--- src/rtl/hold_arb_pkg.sv ---
package hold_arb_pkg;
  typedef enum logic [1:0] {
    ST_OWNED   = 2'd0,
    ST_LENT    = 2'd1,
    ST_RECLAIM = 2'd2,
    ST_HANDBACK = 2'd3
  } arb_state_e;
endpackage

--- src/rtl/hold_arb_sync.sv ---
module hold_arb_sync #(
  parameter int STAGES = 2
) (
  input  logic clk,
  input  logic rst_n,
  input  logic async_in,
  output logic rst_int_n,
  output logic sync_out
);
  localparam int LAST = STAGES - 1;

  logic [1:0]      rst_q;
  logic [LAST:0]   chain_q;
  logic [LAST:0]   chain_d;

  // Reset: asserted asynchronously, released after two edges.
  always_ff @(posedge clk or negedge rst_n) begin
    if (!rst_n) rst_q <= 2'b00;
    else        rst_q <= {rst_q[0], 1'b1};
  end
  assign rst_int_n = rst_q[1];

  generate
    for (genvar i = 0; i < STAGES; i++) begin : g_stage
      if (i == 0) begin : g_first
        assign chain_d[i] = async_in;
      end else begin : g_next
        assign chain_d[i] = chain_q[i-1];
      end
      always_ff @(posedge clk or negedge rst_int_n) begin
        if (!rst_int_n) chain_q[i] <= 1'b0;
        else            chain_q[i] <= chain_d[i];
      end
    end
  endgenerate

  assign sync_out = chain_q[LAST];
endmodule

--- src/rtl/hold_arb_fsm.sv ---
module hold_arb_fsm
  import hold_arb_pkg::*;
(
  input  logic       clk,
  input  logic       rst_n,
  input  logic       hold_s,
  input  logic       enh_mode,
  input  logic       cyc_busy,
  input  logic       cyc_last,
  input  logic       local_req,
  input  logic       rfsh_due,
  output arb_state_e state
);
  arb_state_e state_d;
  logic       owed_q, owed_d, owed_en;
  logic       at_boundary;
  logic       rfsh_block;

  assign at_boundary = !cyc_busy || cyc_last;
  assign rfsh_block  = owed_q && rfsh_due;

  always_comb begin
    state_d = state;
    unique case (state)
      ST_OWNED: begin
        if (hold_s && at_boundary && !rfsh_block) state_d = ST_LENT;
      end
      ST_LENT: begin
        if (!hold_s)                   state_d = ST_HANDBACK;
        else if (enh_mode && rfsh_due) state_d = ST_RECLAIM;
      end
      ST_RECLAIM: begin
        if (!hold_s) state_d = ST_HANDBACK;
      end
      ST_HANDBACK: begin
        if (rfsh_due)       state_d = ST_OWNED;
        else if (hold_s)    state_d = ST_LENT;
        else if (local_req) state_d = ST_OWNED;
      end
      default: state_d = ST_OWNED;
    endcase
  end

  // Refresh-first marker: set when the bus returns for a refresh.
  always_comb begin
    owed_en = 1'b0;
    owed_d  = owed_q;
    if (state == ST_HANDBACK && rfsh_due) begin
      owed_en = 1'b1;
      owed_d  = 1'b1;
    end else if (!rfsh_due) begin
      owed_en = 1'b1;
      owed_d  = 1'b0;
    end
  end

  always_ff @(posedge clk or negedge rst_n) begin
    if (!rst_n) state <= ST_OWNED;
    else        state <= state_d;
  end

  always_ff @(posedge clk or negedge rst_n) begin
    if (!rst_n)       owed_q <= 1'b0;
    else if (owed_en) owed_q <= owed_d;
  end

  p_no_midcycle_grant_r3: assert property (@(posedge clk) disable iff (!rst_n)
    (state == ST_OWNED && cyc_busy && !cyc_last) |=> (state != ST_LENT));

  p_release_r5: assert property (@(posedge clk) disable iff (!rst_n)
    (state == ST_LENT && !hold_s) |=> (state == ST_HANDBACK));

  p_reclaim_enter_r7: assert property (@(posedge clk) disable iff (!rst_n)
    (state == ST_LENT && hold_s && enh_mode && rfsh_due) |=> (state == ST_RECLAIM));

  p_reclaim_wait_r8: assert property (@(posedge clk) disable iff (!rst_n)
    (state == ST_RECLAIM && hold_s) |=> (state == ST_RECLAIM));

  p_plain_ignores_rfsh_r9: assert property (@(posedge clk) disable iff (!rst_n)
    (state == ST_LENT && hold_s && !enh_mode) |=> (state == ST_LENT));

  p_rfsh_first_r10: assert property (@(posedge clk) disable iff (!rst_n)
    (state == ST_HANDBACK && rfsh_due) |=> (state == ST_OWNED));
endmodule

--- src/rtl/hold_arb_outdec.sv ---
module hold_arb_outdec
  import hold_arb_pkg::*;
(
  input  arb_state_e state,
  output logic       hold_ack,
  output logic       pad_float,
  output logic       local_grant
);
  always_comb begin
    hold_ack    = 1'b0;
    pad_float   = 1'b0;
    local_grant = 1'b0;
    unique case (state)
      ST_OWNED:    local_grant = 1'b1;
      ST_LENT:     begin hold_ack = 1'b1; pad_float = 1'b1; end
      ST_RECLAIM:  pad_float = 1'b1;
      ST_HANDBACK: pad_float = 1'b1;
      default:     local_grant = 1'b1;
    endcase
  end
endmodule

--- src/rtl/bus_hold_arb.sv ---
module bus_hold_arb
  import hold_arb_pkg::*;
#(
  parameter int SYNC_STAGES = 2
) (
  input  logic clk,
  input  logic rst_n,
  input  logic hold_req,
  input  logic enh_mode,
  input  logic cyc_busy,
  input  logic cyc_last,
  input  logic local_req,
  input  logic rfsh_due,
  output logic hold_ack,
  output logic pad_float,
  output logic local_grant
);
  logic       rst_int_n;
  logic       hold_s;
  arb_state_e state;

  hold_arb_sync #(.STAGES(SYNC_STAGES)) u_sync (
    .clk(clk), .rst_n(rst_n), .async_in(hold_req),
    .rst_int_n(rst_int_n), .sync_out(hold_s)
  );

  hold_arb_fsm u_fsm (
    .clk(clk), .rst_n(rst_int_n), .hold_s(hold_s), .enh_mode(enh_mode),
    .cyc_busy(cyc_busy), .cyc_last(cyc_last), .local_req(local_req),
    .rfsh_due(rfsh_due), .state(state)
  );

  hold_arb_outdec u_dec (
    .state(state), .hold_ack(hold_ack), .pad_float(pad_float),
    .local_grant(local_grant)
  );

  p_ack_floats_r12: assert property (@(posedge clk) disable iff (!rst_int_n)
    hold_ack |-> (pad_float && !local_grant));

  p_float_with_ack_r4: assert property (@(posedge clk) disable iff (!rst_int_n)
    (local_grant && $past(local_grant) == 1'b1 && !$past(pad_float)) |-> !pad_float);
endmodule

--- config.mk ---
export PLATFORM = sky130hd
export DESIGN_NAME = bus_hold_arb
export DESIGN_NICKNAME = d
export VERILOG_FILES = /design/src/rtl/hold_arb_pkg.sv /design/src/rtl/hold_arb_sync.sv /design/src/rtl/hold_arb_fsm.sv /design/src/rtl/hold_arb_outdec.sv /design/src/rtl/bus_hold_arb.sv
export SDC_FILE = /design/constraint.sdc
export NUM_CORES = 1
export LEC_CHECK = 0
export BUFFER_PORTS_ARGS = -buffer_cell sky130_fd_sc_hd__buf_2
export CELL_PAD_IN_SITES_DETAIL_PLACEMENT = 2
export CELL_PAD_IN_SITES_GLOBAL_PLACEMENT = 2
export CORE_AREA = 3 3 40 42
export DETAILED_ROUTE_END_ITERATION = 12
export DIE_AREA = 0 0 43 45
export HOLD_SLACK_MARGIN = 0.03
export PLACE_DENSITY = 0.77
export RECOVER_POWER = 50
export SLEW_MARGIN = 15
export SYNTH_ARGS = -nofsm -noshare
export SYNTH_HDL_FRONTEND = slang
export SYNTH_SLANG_ARGS = --single-unit
--- constraint.sdc ---
create_clock -name clk -period 2.2 [get_ports clk]
set_input_delay 0.22 -clock clk [delete_from_list [all_inputs] [get_ports clk]]
set_output_delay 0.22 -clock clk [all_outputs]
set_load 0.01 [all_outputs]
== Yosys cells after proc, flatten, opt, wreduce, memory -nomap -nowiden ==
Cells that the tools add are included.

* Reductions and logical operators: 12
* Eq/ne operators: 8
* Multiplexer cells: 15

{| class="wikitable"
|+ Operator list
! operator !! number
|-
| 2-bit two-way mux || 7
|-
| 2-bit case mux with 4 select lines || 1
|-
| 1-bit two-way mux || 7
|-
| 1-bit logical AND || 5
|-
| 2-bit == test, second input constant || 2
|-
| 2-bit != test, second input constant || 2
|-
| 4-bit != test, second input constant || 1
|-
| 4-bit AND reduction || 1
|-
| 3-bit != test, second input constant || 1
|-
| 3-bit OR reduction || 1
|-
| 2-bit by 1-bit == test with 1-bit output, second input constant || 1
|-
| 1-bit zero test || 2
|-
| 2-bit zero test || 1
|-
| 2-bit by 1-bit != test with 1-bit output, second input constant || 1
|-
| 2-bit AND reduction || 1
|-
| 1-bit logical OR || 1
|}

* Bits in registers: 7
* Output and inout port bits: 3

== Depth between registers and ports, before layout ==
Gate-level depths: netlist of run 1.

* Word-level depth: 6
* Gate-level depth with buffers: 6

== By module ==
From an unflattened synthesis of run 1, not the netlist that was laid out.

* Cell total of the unflattened synthesis: 32
* Area total of the unflattened synthesis: 380.4 um2

{| class="wikitable"
|+ Modules (own cells, without submodules)
! module !! instances !! seq. area each (um2) !! area an instance (um2) !! cells each
|-
| hold_arb_fsm || 1 || 75.1 || 257.7 || 24
|-
| hold_arb_sync || 1 || 100.1 || 103.8 || 5
|-
| hold_arb_outdec || 1 || 0.0 || 18.8 || 3
|}

== Worst setup path after synthesis of run 1 ==
OpenSTA, ideal clock, no wires.

* Kind: flip-flop to flip-flop
* From: reg u_fsm.state[1]
* To: reg u_fsm.state[1]
* Setup slack: 0.686 ns
* Arrival: 1.389 ns
* Stages on the path, launching flop included: 7
* Setup time: 0.125 ns
* Data required time: 2.075 ns
* Clock period less this slack: 1.514 ns
* Cell sequence: dfrtp_1 inv_1 ha_1 a21boi_1 o21ai_1 o211ai_2 mux2_4

* Longest elaborated chain between the ends: 3
* Elaborated cells on any way between the ends: 10

{| class="wikitable"
|+ RTL lines
! what !! line !! RTL
|-
| start, declared || hold_arb_fsm.sv:12 || <nowiki>output arb_state_e state</nowiki>
|-
| start signal, assigned || hold_arb_fsm.sv:59 || <nowiki>else state <= state_d;</nowiki>
|-
| 2-bit == test, or another cell as far along || hold_arb_fsm.sv:24 || <nowiki>unique case (state)</nowiki>
|-
| 4-bit != test (no line), or another cell as far along || n/a ||
|-
| 4-bit AND reduction (no line) || n/a ||
|}

Several ways; a longest one is shown, not always the timed one.
A chain may end at the register's enable or synchronous reset.

== Worst setup path after layout of run 1 ==
Ends and elaborated chain as after synthesis.

==> results of run 1 <==
power groups by stage:
stage | Clock, mW | Combinational (mW) | Sequential, mW
5_1_grt | 0.129 | 0.287 | 0.202
6_report | 0.112 | 0.253 | 0.196
3_5_place_dp | 0 | 0.259 | 0.198
4_1_cts | 0.121 | 0.262 | 0.197
3_3_place_gp | 0 | 0.245 | 0.192
2_1_floorplan | 0 | 0.191 | 0.186
kinds of logic after synthesis:
logic type,Yosys count,share of synthesized area (%)
compound gates,7,14.5
fa+ha+maj,6,19.8
buf+inv,4,3.96
flops,7,46.2
mux,2,6.60
other cells,1,0.989
simple gates,4,7.92
critical path: cells and delay by family (launching register included):
kind	cells	cell delay, ns
flip-flops	1	0.42
multiplexers	1	0.31
AO/OA/AOI/OAI	3	0.43
adder cells (fa/ha/maj)	1	0.21
buffers and inverters	1	0.10
what timing repair did:
| action | 4_1_cts | 5_1_grt |
|---|---|---|
| hold endpoints to repair | 2 | 0 |
| hold buffers | 1 | 0 |
| endpoints found under the setup margin | 0 | 0 |
path summary, 6_finish.rpt:
path                                                to  slack, ns  cells after the start
max                         u_fsm.state[1]$_DFFE_PN0P_       0.61                      6
min                        u_sync.chain_d[1]$_DFF_PN0_       0.07                      0
max reg2reg                 u_fsm.state[1]$_DFFE_PN0P_       0.61                      6
min reg2reg                u_sync.chain_d[1]$_DFF_PN0_       0.07                      0
max in group asynchronous    u_sync.rst_q[1]$_DFF_PN0_       1.80                      2
min in group clk           u_sync.chain_d[1]$_DFF_PN0_       0.08                      1
stage by stage:
stage | hold WS [ns] | setup slack (ns) | total power [mW] | utilization [%] | instance area [um2]
after floorplan | -0.0756 | 0.686 | 0.377 | - | 379
after global placement | 0.00452 | 0.627 | 0.437 | 34.9 | 448
after detailed placement | 0.00531 | 0.579 | 0.457 | 34.9 | 448
after CTS | 0.0650 | 0.571 | 0.580 | 37.7 | 484
after global routing | 0.0674 | 0.503 | 0.619 | 37.6 | 483
final | 0.0725 | 0.605 | 0.561 | 37.6 | 483
final cells by class:
type                            count  area (um2)
Clock buffer                        4        26.3
Fill cell                         139         802
Inverter                            4        15.0
Multi-Input combinational cell     20         189
Sequential cell                     7         175
Tap cell                           15        18.8
Timing Repair Buffer               11        58.8
metal layers:
layer | up-vias | GRT usage [%] | wire [um]
met3 | 0 | 3.19 | 63
li1 | 133 | - | -
met5 | - | 0 | 0
met4 | 0 | 3.61 | 0
met2 | 10 | 18.0 | 445
met1 | 136 | 9.18 | 293
layout by cell type, fill, tap and decap left out:
| master | count |
|---|---|
| buf_2 | 9 |
| dfrtp_1 | 7 |
| ha_1 | 6 |
| inv_1 | 4 |
| clkbuf_4 | 3 |
| clkbuf_1 | 2 |
| nand2b_1 | 1 |
| nor2_1 | 1 |
| a21oi_1 | 1 |
| nor3_1 | 1 |
| a21boi_2 | 1 |
| a21boi_1 | 1 |
| o21ai_1 | 1 |
| nor4b_2 | 1 |
| a31oi_1 | 1 |
| o211ai_2 | 1 |
| mux2i_1 | 1 |
| mux2_4 | 1 |
| o21a_1 | 1 |
| dlygate4sd3_1 | 1 |
| conb_1 | 1 |
state kept, by name, summed over array words and instances (netlist names):
| name | count |
|---|---|
| u_sync.chain_d | 1 |
| u_fsm.owed_q | 1 |
| u_sync.rst_q | 2 |
| u_fsm.state | 2 |
| u_sync.sync_out | 1 |
==> run_results.csv, run 1 <==
group,metric,value,unit
die,die_y,45,um
global_routing,grt_pass1_vias,294,
placed_design,dp_hpwl,671,um
yosys,synth_ff_type,"dfrtp_1",
worst_setup_path,slowest_stage,"dfrtp_1",
clock_tree,postCtsResizedCells,0,
die,rows,13,
routing,wl_per_cell,13.1,um
final_layout,layout.cells.non_filler,61,
clock_tree,cts_setup_buffers,0,
placed_design,numPortBuffers,10,
worst_setup_path,worstPathRequired,2.33,ns
global_routing,grt_pass1_wl,1.31,mm
power,pwr-share-clk,20.0,%
clock_tree,path_clk_slew,0.05,ns
power,p_int,358,uW
yosys,synthCells,31,
clock_tree,cts_sinks,7,
power,netSwitchingFraction,36.1,%
worst_setup_path,critical_path_class,"reg2reg",
die,io_pins,11,
worst_setup_path,startpoint,"u_fsm.state[1]$_DFFE_PN0P_",
power,ir_drop,0.408,mV
worst_setup_path,r2r-start,"u_fsm.state[1]$_DFFE_PN0P_",
clock_tree,htree_levels,1,
power,leakagePower,0.245,nW
clock_tree,clk_path_buf_depth,2,
yosys,synth_warnings,0,
yosys,yosysMostFrequentCell,"dfrtp_1",
sta,fmax,0.627,GHz
routing,drt.antenna.violating_nets,0,
die,core_area,1280,um2
yosys,synth_top_cell_by_area,"dfrtp_1",
final_layout,areaGrowthSynthToFinish,27.4,%
routing,vias_per_cell,4.57,
worst_setup_path,cp-start-kind,"flop",
routing,drt_iter0_drc,1,
global_routing,grt_max_degree,6,
power,power_frac_comb,45.0,%
worst_setup_path,critPathArrivalTime,1.73,ns
routing,postRouteWirelength,802,um
clock_tree,clk_root_buffer_cell,"clkbuf_4",
sta,drv_slew,0,
routing,vias,279,
placed_design,gp_congestion,0.747,
status,status,"finished, final reports clean",
global_routing,antenna_found_initial,0,
sta,fin_tns_setup,0,ns
placed_design,place_inst,56,
yosys,synth_edf_count,0,
clock_tree,cts_made_buffers,3,
clock_tree,insertion_delay,0.25,ns
global_routing,track_usage,9.34,%
sta,hold_viol_final,0,
worst_hold_path,hp-class,"reg2async",
sta,rsz0062_at_grt,"false",
routing,drc,0,
routing,drt-pass1-iter-count,2,
worst_setup_path,critPathCaptureType,"flop",
final_layout,finalNetCount,61,
sta,finalCritPeriodShare,72.5,%
yosys,synth_area_leaders,"dfrtp_1 (46%), ha_1 (20%), inv_1 (4.0%)",
yosys,synthTopCellsByCount,"dfrtp_1 (7), ha_1 (6), inv_1 (4)",
yosys,ys_ff_latch,7,
sta,period_needed,1.59,ns
power,powerDensity,1160,nW/um2
clock_tree,cts_tree,"yes",
worst_setup_path,crit_chain,"inv_1 -> ha_1 -> a21boi_1 -> o21ai_1 -> o211ai_2 -> mux2_4",
run,cap_violations,0,
sta,finalSetupViolCount,0,
yosys,syn_nets,45,
yosys,avgSynthCellArea,12.2,um2
final_layout,n_antenna_cell,0,
sta,skew,0.00516,ns
yosys,synthDistinctLibCells,17,
die,start_util,29.5,%
power,switching_power,203,uW
worst_setup_path,worst-path-max-fanout,5,
die,die_w,43,um
yosys,syn_area,379,um2
die,die_area,1940,um2
yosys,seq_area_frac_synth,46.2,%
power,p_seq_share,34.9,%
worst_setup_path,max_stage_delay,0.42,ns
yosys,synth_top_area_share,46.2,%
yosys,async_flop_share,100,%
final_layout,drive_gt1_share,34.8,%
global_routing,overflow,0,
Note: power is estimated with default switching activity, not from simulation.
==> run 2, diff against run 1 <==
--- a/config.mk
+++ b/config.mk
@@ -5,12 +5,13 @@
 export SDC_FILE = /design/constraint.sdc
 export NUM_CORES = 1
 export LEC_CHECK = 0
+export ABC_AREA = 1
 export BUFFER_PORTS_ARGS = -buffer_cell sky130_fd_sc_hd__buf_2
 export CELL_PAD_IN_SITES_DETAIL_PLACEMENT = 2
 export CELL_PAD_IN_SITES_GLOBAL_PLACEMENT = 2
-export CORE_AREA = 3 3 40 42
+export CORE_MARGIN = 3
+export CORE_UTILIZATION = 26
 export DETAILED_ROUTE_END_ITERATION = 12
-export DIE_AREA = 0 0 43 45
 export HOLD_SLACK_MARGIN = 0.03
 export PLACE_DENSITY = 0.77
 export RECOVER_POWER = 50
==> constraint.sdc (replaced) <==
create_clock -name clk -period 1.55 [get_ports clk]
set_input_delay 0.155 -clock clk [delete_from_list [all_inputs] [get_ports clk]]
set_output_delay 0.155 -clock clk [all_outputs]
set_load 0.01 [all_outputs]
==> run 2 against run 1 <==
Global-route usage is 0.85 points higher. Final cell count grew 26%. Sequential share of layout area fell by 1.9 points. Final area rose by 5.4%. Clock power grew 41%. Critical path depth down 2. Synthesized cell count increased by 48%. Sequential power rose by 42%. Die area up 4.6%. Clock skew fell by 0.0028 ns. First-iteration DRC count rose to 3.0 times the previous value. Critical endpoint is now pad_float.
==> run_results.csv, run 2 <==
group,metric,value,unit
routing,drt.antenna.violating_nets,0,
die,die_w,45.0,um
run,cap_violations,0,
final_layout,post-route-util,37.3,%
final_layout,areaGrowthSynthToFinish,28.8,%
worst_setup_path,worstPathRequired,1.39,ns
final_layout,finalNetCount,77,
clock_tree,cts_tree,"yes",
global_routing,antenna_found_initial,0,
clock_tree,path_clk_slew,0.05,ns
routing,postRouteWirelength,874,um
die,io_pins,11,
power,leakagePower,0.296,nW
yosys,synthCells,46,
worst_setup_path,worst-path-max-fanout,5,
final_layout,top_regs,"u_fsm.state x2, u_sync.rst_q x2",
global_routing,track_usage,10.2,%
sta,holdWs,0.0729,ns
sta,fmax,0.708,GHz
yosys,yosysMostFrequentCell,"nand2_1",
yosys,synth_top_cell_by_area,"dfrtp_1",
yosys,avgSynthCellArea,8.60,um2
yosys,synthDistinctLibCells,10,
worst_setup_path,critical_path_class,"reg2out",
clock_tree,htree_levels,1,
global_routing,grt_max_degree,6,
sta,fin_tns_setup,0,ns
clock_tree,insertion_delay,0.24,ns
global_routing,grt_pass1_vias,377,
yosys,synth_ff_type,"dfrtp_1",
routing,drt_iter0_drc,3,
sta,skew,0.00235,ns
routing,vias_per_cell,4.40,
clock_tree,cts_sinks,7,
yosys,synthTopCellsByCount,"nand2_1 (15), dfrtp_1 (7), inv_1 (7)",
worst_setup_path,critPathArrivalTime,1.26,ns
placed_design,dp_hpwl,764,um
final_layout,final_common_cell,"nand2_1",
yosys,synth_area_leaders,"dfrtp_1 (44%), ha_1 (19%), nand2_1 (14%)",
global_routing,overflow,0,
yosys,async_flop_share,100,%
global_routing,grt_pass1_wl,1.49,mm
sta,period_needed,1.41,ns
clock_tree,cts_setup_buffers,0,
power,power,842,uW
status,status,"finished, final reports clean",
sta,finalCritPeriodShare,91.2,%
final_layout,final_cell_mix,"nand2_1 (15), buf_2 (9), inv_1 (7), dfrtp_1 (7), ha_1 (6)",
power,ir_drop,0.682,mV
final_layout,drive_gt1_share,25.8,%
clock_tree,clk_path_buf_depth,2,
clock_tree,postCtsResizedCells,0,
die,start_util,28.9,%
clock_tree,clk_root_buffer_cell,"clkbuf_4",
worst_setup_path,cp-start-kind,"flop",
yosys,syn_nets,60,
die,rows,13,
routing,wl_per_cell,11.4,um
placed_design,numPortBuffers,10,
worst_setup_path,ff2ff_path_depth,8,
placed_design,gp_congestion,0.677,
sta,hold_viol_final,0,
yosys,synth_warnings,0,
routing,vias,339,
clock_tree,cts_hold_buf,2,
die,die_area,2020,um2
die,core_area,1370,um2
die,die_y,45.0,um
yosys,syn_area,395,um2
yosys,synth_top_area_share,44.3,%
sta,finalSetupViolCount,0,
routing,drt-pass1-iter-count,2,
worst_setup_path,critPathCaptureType,"output pin",
power,powerDensity,1650,nW/um2
yosys,synth_edf_count,0,
yosys,seq_area_frac_synth,44.3,%
yosys,ys_ff_latch,7,
sta,drv_slew,0,
routing,drc,0,
sta,rsz0062_at_grt,"false",
worst_hold_path,hp-class,"reg2async",
clock_tree,cts_made_buffers,3,
final_layout,n_antenna_cell,0,
==> run 2: changes by cell type in the layout (fill, tap and decap cells not counted), moves of 2 or more <==
| cell | delta |
|---|---|
| inv_1 | +3 |
| nand2_1 | +15 |
| nand2_2 | +3 |
| nand3_1 | +2 |
| nand4_1 | +2 |
==> run 2: area by class of cell <==
class	count	area [um2]
tap	15	18.8
inverter	7	26.3
fill	163	857
timing repair buffer	12	68.8
sequential	7	175
multi-input combinational	32	194
clock buffer	4	26.3
==> run 2: path summary, 6_finish.rpt <==
path	from	to	slack (ns)
worst max register to register	u_fsm.state[0]$_DFFE_PN0P_	u_fsm.state[1]$_DFFE_PN0P_	0.22
max in group asynchronous	rst_n	u_sync.rst_q[1]$_DFF_PN0_	1.18
worst max-delay path	u_fsm.state[0]$_DFFE_PN0P_	pad_float	0.14
worst min-delay path	u_sync.rst_q[1]$_DFF_PN0_	u_sync.chain_d[1]$_DFF_PN0_	0.07
min in group clk	rfsh_due	u_fsm.owed_q$_DFFE_PN0P_	0.19
worst min register to register	u_sync.rst_q[1]$_DFF_PN0_	u_sync.chain_d[1]$_DFF_PN0_	0.07
==> run 2: routing by layer <==
metal / up-vias / wire length, um / part of all wire, % / global-route usage [%]
met5: - / 0 / 0 / 0
li1: 170 / - / - / -
met3: 0 / 48 / 5.5 / 1.20
met2: 9 / 452 / 52 / 18.4
met1: 160 / 372 / 43 / 11.6
met4: 0 / 0 / 0 / 5.26
==> run 2: cell families after synthesis <==
kind of cell / Yosys count / synth area share, %
buffers and inverters: 7 / 6.65
other: 1 / 0.948
flip-flops: 7 / 44.3
adder cells (fa/ha/maj): 6 / 19.0
AND/OR/NAND/NOR: 25 / 29.1
==> run 2: power by group <==
group | internal (mW) | leakage (nW) | switching [mW]
clock | 0.0978 | 0.0150 | 0.0602
sequential | 0.228 | 0.0838 | 0.0500
combinational | 0.168 | 0.198 | 0.238
==> run 2: critical path: stages (launching register included) <==
cell     delay [ns]
dfrtp_1        0.44
inv_1          0.11
ha_1           0.25
inv_1          0.08
buf_2          0.13
==> run 2: metrics by stage <==
| step | setup slack [ns] | std cells | instance area [um2] |
|---|---|---|---|
| global route | 0.0228 | 77 | 509 |
| finish | 0.137 | 77 | 509 |
| floorplan | 0.283 | 46 | 395 |
| global placement | 0.249 | 71 | 464 |
| detailed placement | 0.214 | 71 | 464 |
| CTS | 0.111 | 77 | 510 |
==> run 3, diff against run 2 <==
--- a/config.mk
+++ b/config.mk
@@ -9,7 +9,7 @@
 export BUFFER_PORTS_ARGS = -buffer_cell sky130_fd_sc_hd__buf_2
 export CELL_PAD_IN_SITES_DETAIL_PLACEMENT = 2
 export CELL_PAD_IN_SITES_GLOBAL_PLACEMENT = 2
-export CORE_MARGIN = 3
+export CORE_MARGIN = 2
 export CORE_UTILIZATION = 26
 export DETAILED_ROUTE_END_ITERATION = 12
 export HOLD_SLACK_MARGIN = 0.03
==> constraint.sdc (replaced) <==
create_clock -name clk -period 1.55 [get_ports clk]
set_input_delay 0 -clock clk [delete_from_list [all_inputs] [get_ports clk]]
set_output_delay 0 -clock clk [all_outputs]
set_load 0.01 [all_outputs]
==> run 3 against run 2 <==
Final area up 2.2%. Utilization down 1.9 points. Worst setup slack better by 0.10 ns. Register-to-register slack better by 0.02 ns. Sequential power about the same. Wire length down 2.2%. Die area down 8.7%. Non-clock buffer count up 1. First-iteration DRC count down 100%. Combinational power about the same. Critical endpoint is now u_fsm.state[0]$_DFFE_PN0P_.
==> run_results.csv, run 3 (synthesis results as in run 2) <==
group,metric,value,unit
global_routing,grt_max_degree,6,
sta,fmax,0.762,GHz
final_layout,final-seq-area,175,um2
clock_tree,postCtsResizedCells,0,
routing,wl_per_cell,10.8,um
routing,wl_met3,42,um
sta,rsz0062_at_grt,"false",
routing,top_layer,"met4",
final_layout,top_regs,"u_fsm.state x2, u_sync.rst_q x2",
routing,met1Wirelength,352,um
final_layout,nFillCells,183,
worst_setup_path,critical_path_class,"reg2reg",
routing,drt-pass1-iter-count,1,
sta,finalCritPeriodShare,84.7,%
sta,hold_viol_final,0,
run,cap_violations,0,
placed_design,numPortBuffers,10,
routing,dr_wl_met2,436,um
routing,drc,0,
sta,finalSetupViolCount,0,
worst_setup_path,critPathArrivalTime,1.45,ns
global_routing,overflow,0,
die,die_y,43.0,um
routing,drt.antenna.violating_nets,0,
worst_setup_path,worstPathRequired,1.69,ns
placed_design,dp_hpwl,692,um
global_routing,track_usage,11.3,%
global_routing,antenna_found_initial,0,
status,status,"finished, final reports clean",
power,leakagePower,0.301,nW
sta,skew,0.00147,ns
power,ir_drop,0.683,mV
power,powerDensity,1630,nW/um2
routing,drt_iter0_drc,0,
power,power,849,uW
die,rows,14,
clock_tree,clk_path_buf_depth,2,
final_layout,multi_input_area,194,um2
sta,holdWs,0.0717,ns
clock_tree,cts_tree,"yes",
global_routing,grt_pass1_vias,377,
die,die_area,1850,um2
clock_tree,cts_made_buffers,3,
clock_tree,htree_levels,1,
die,start_util,26.9,%
final_layout,final_common_cell,"nand2_1",
final_layout,n_antenna_cell,0,
clock_tree,path_clk_slew,0.05,ns
final_layout,finalNetCount,78,
routing,postRouteWirelength,855,um
die,core_area,1470,um2
worst_setup_path,worst-path-max-fanout,5,
sta,fin_tns_setup,0,ns
clock_tree,cts_sinks,7,
clock_tree,clk_root_buffer_cell,"clkbuf_4",
final_layout,drive_gt1_share,25.4,%
die,die_w,43.0,um
sta,drv_slew,0,
placed_design,placed_area,465,um2
global_routing,grt_pass1_wl,1.47,mm
worst_hold_path,hp-class,"in2async",
sta,period_needed,1.31,ns
die,io_pins,11,
final_layout,final_cell_mix,"nand2_1 (15), buf_2 (9), inv_1 (7), dfrtp_1 (7), ha_1 (6)",
final_layout,areaGrowthSynthToFinish,31.6,%
worst_setup_path,ff2ff_path_depth,8,
clock_tree,insertion_delay,0.25,ns
worst_setup_path,critPathCaptureType,"flop",
placed_design,gp_congestion,0.726,
worst_setup_path,cp-start-kind,"flop",
routing,vias_per_cell,4.37,
final_layout,finish.instance_area,520,um2
routing,vias,345,
## run 3: cell types whose count changed in the layout (fill, tap and decap cells not counted), sizes merged
cell | previous run | this run
dlygate4sd3 | 2 | 3
## run 3: layout make-up
cell class                      count  area share (%)
Tap cell                           16            3.85
Inverter                            7            5.05
Clock buffer                        4            5.05
Timing Repair Buffer               13            15.1
Multi-Input combinational cell     32            37.3
Sequential cell                     7            33.7
## run 3: where the power goes
group	total, mW	switching (mW)	leakage (nW)	internal, mW
combinational	0.408	0.239	0.202	0.169
clock	0.164	0.0658	0.0150	0.0981
sequential	0.278	0.0493	0.0838	0.228
## run 3: what timing repair did
action                    in CTS  in global routing
hold buffers                   3                  0
setup buffers                  0                  0
hold endpoints to repair       4                  0
## run 3: worst paths after layout
kind                                             from                    endpoint  slack, ns
max in group asynchronous   u_sync.rst_q[1]$_DFF_PN0_  u_fsm.state[1]$_DFFE_PN0P_       1.29
setup reg to reg           u_fsm.state[0]$_DFFE_PN0P_  u_fsm.state[0]$_DFFE_PN0P_       0.24
hold reg to reg             u_sync.rst_q[1]$_DFF_PN0_    u_fsm.owed_q$_DFFE_PN0P_       0.08
setup / recovery           u_fsm.state[0]$_DFFE_PN0P_  u_fsm.state[0]$_DFFE_PN0P_       0.24
hold / removal                                  rst_n   u_sync.rst_q[0]$_DFF_PN0_       0.07
min in group clk                             cyc_busy  u_fsm.state[0]$_DFFE_PN0P_       0.20
## run 3: worst max-delay path, cell delays in order, from the launching register on
cell and delay [ns]:
dfrtp_1 0.43, inv_1 0.11, ha_1 0.25, inv_1 0.08, nand2_1 0.06, nand2_2 0.08
nand3_2 0.07, nand2_1 0.07, nand2_1 0.05
## run 3: per-stage QoR
step                      worst slack [ns]  std cells  utilization, %
after detailed placement             0.219         72            31.6
after floorplan                      0.283         46               -
after global routing                 0.125         79            35.4
final                                0.237         79            35.4
after global placement               0.248         72            31.6
after CTS                            0.207         79            35.5
## run 3: per-layer routing
layer  track usage [%]  vias up
li1                  -      170
met1              12.1      162
met2              18.8        9
met3              1.28        4
met4              10.9        0
met5                 0        -
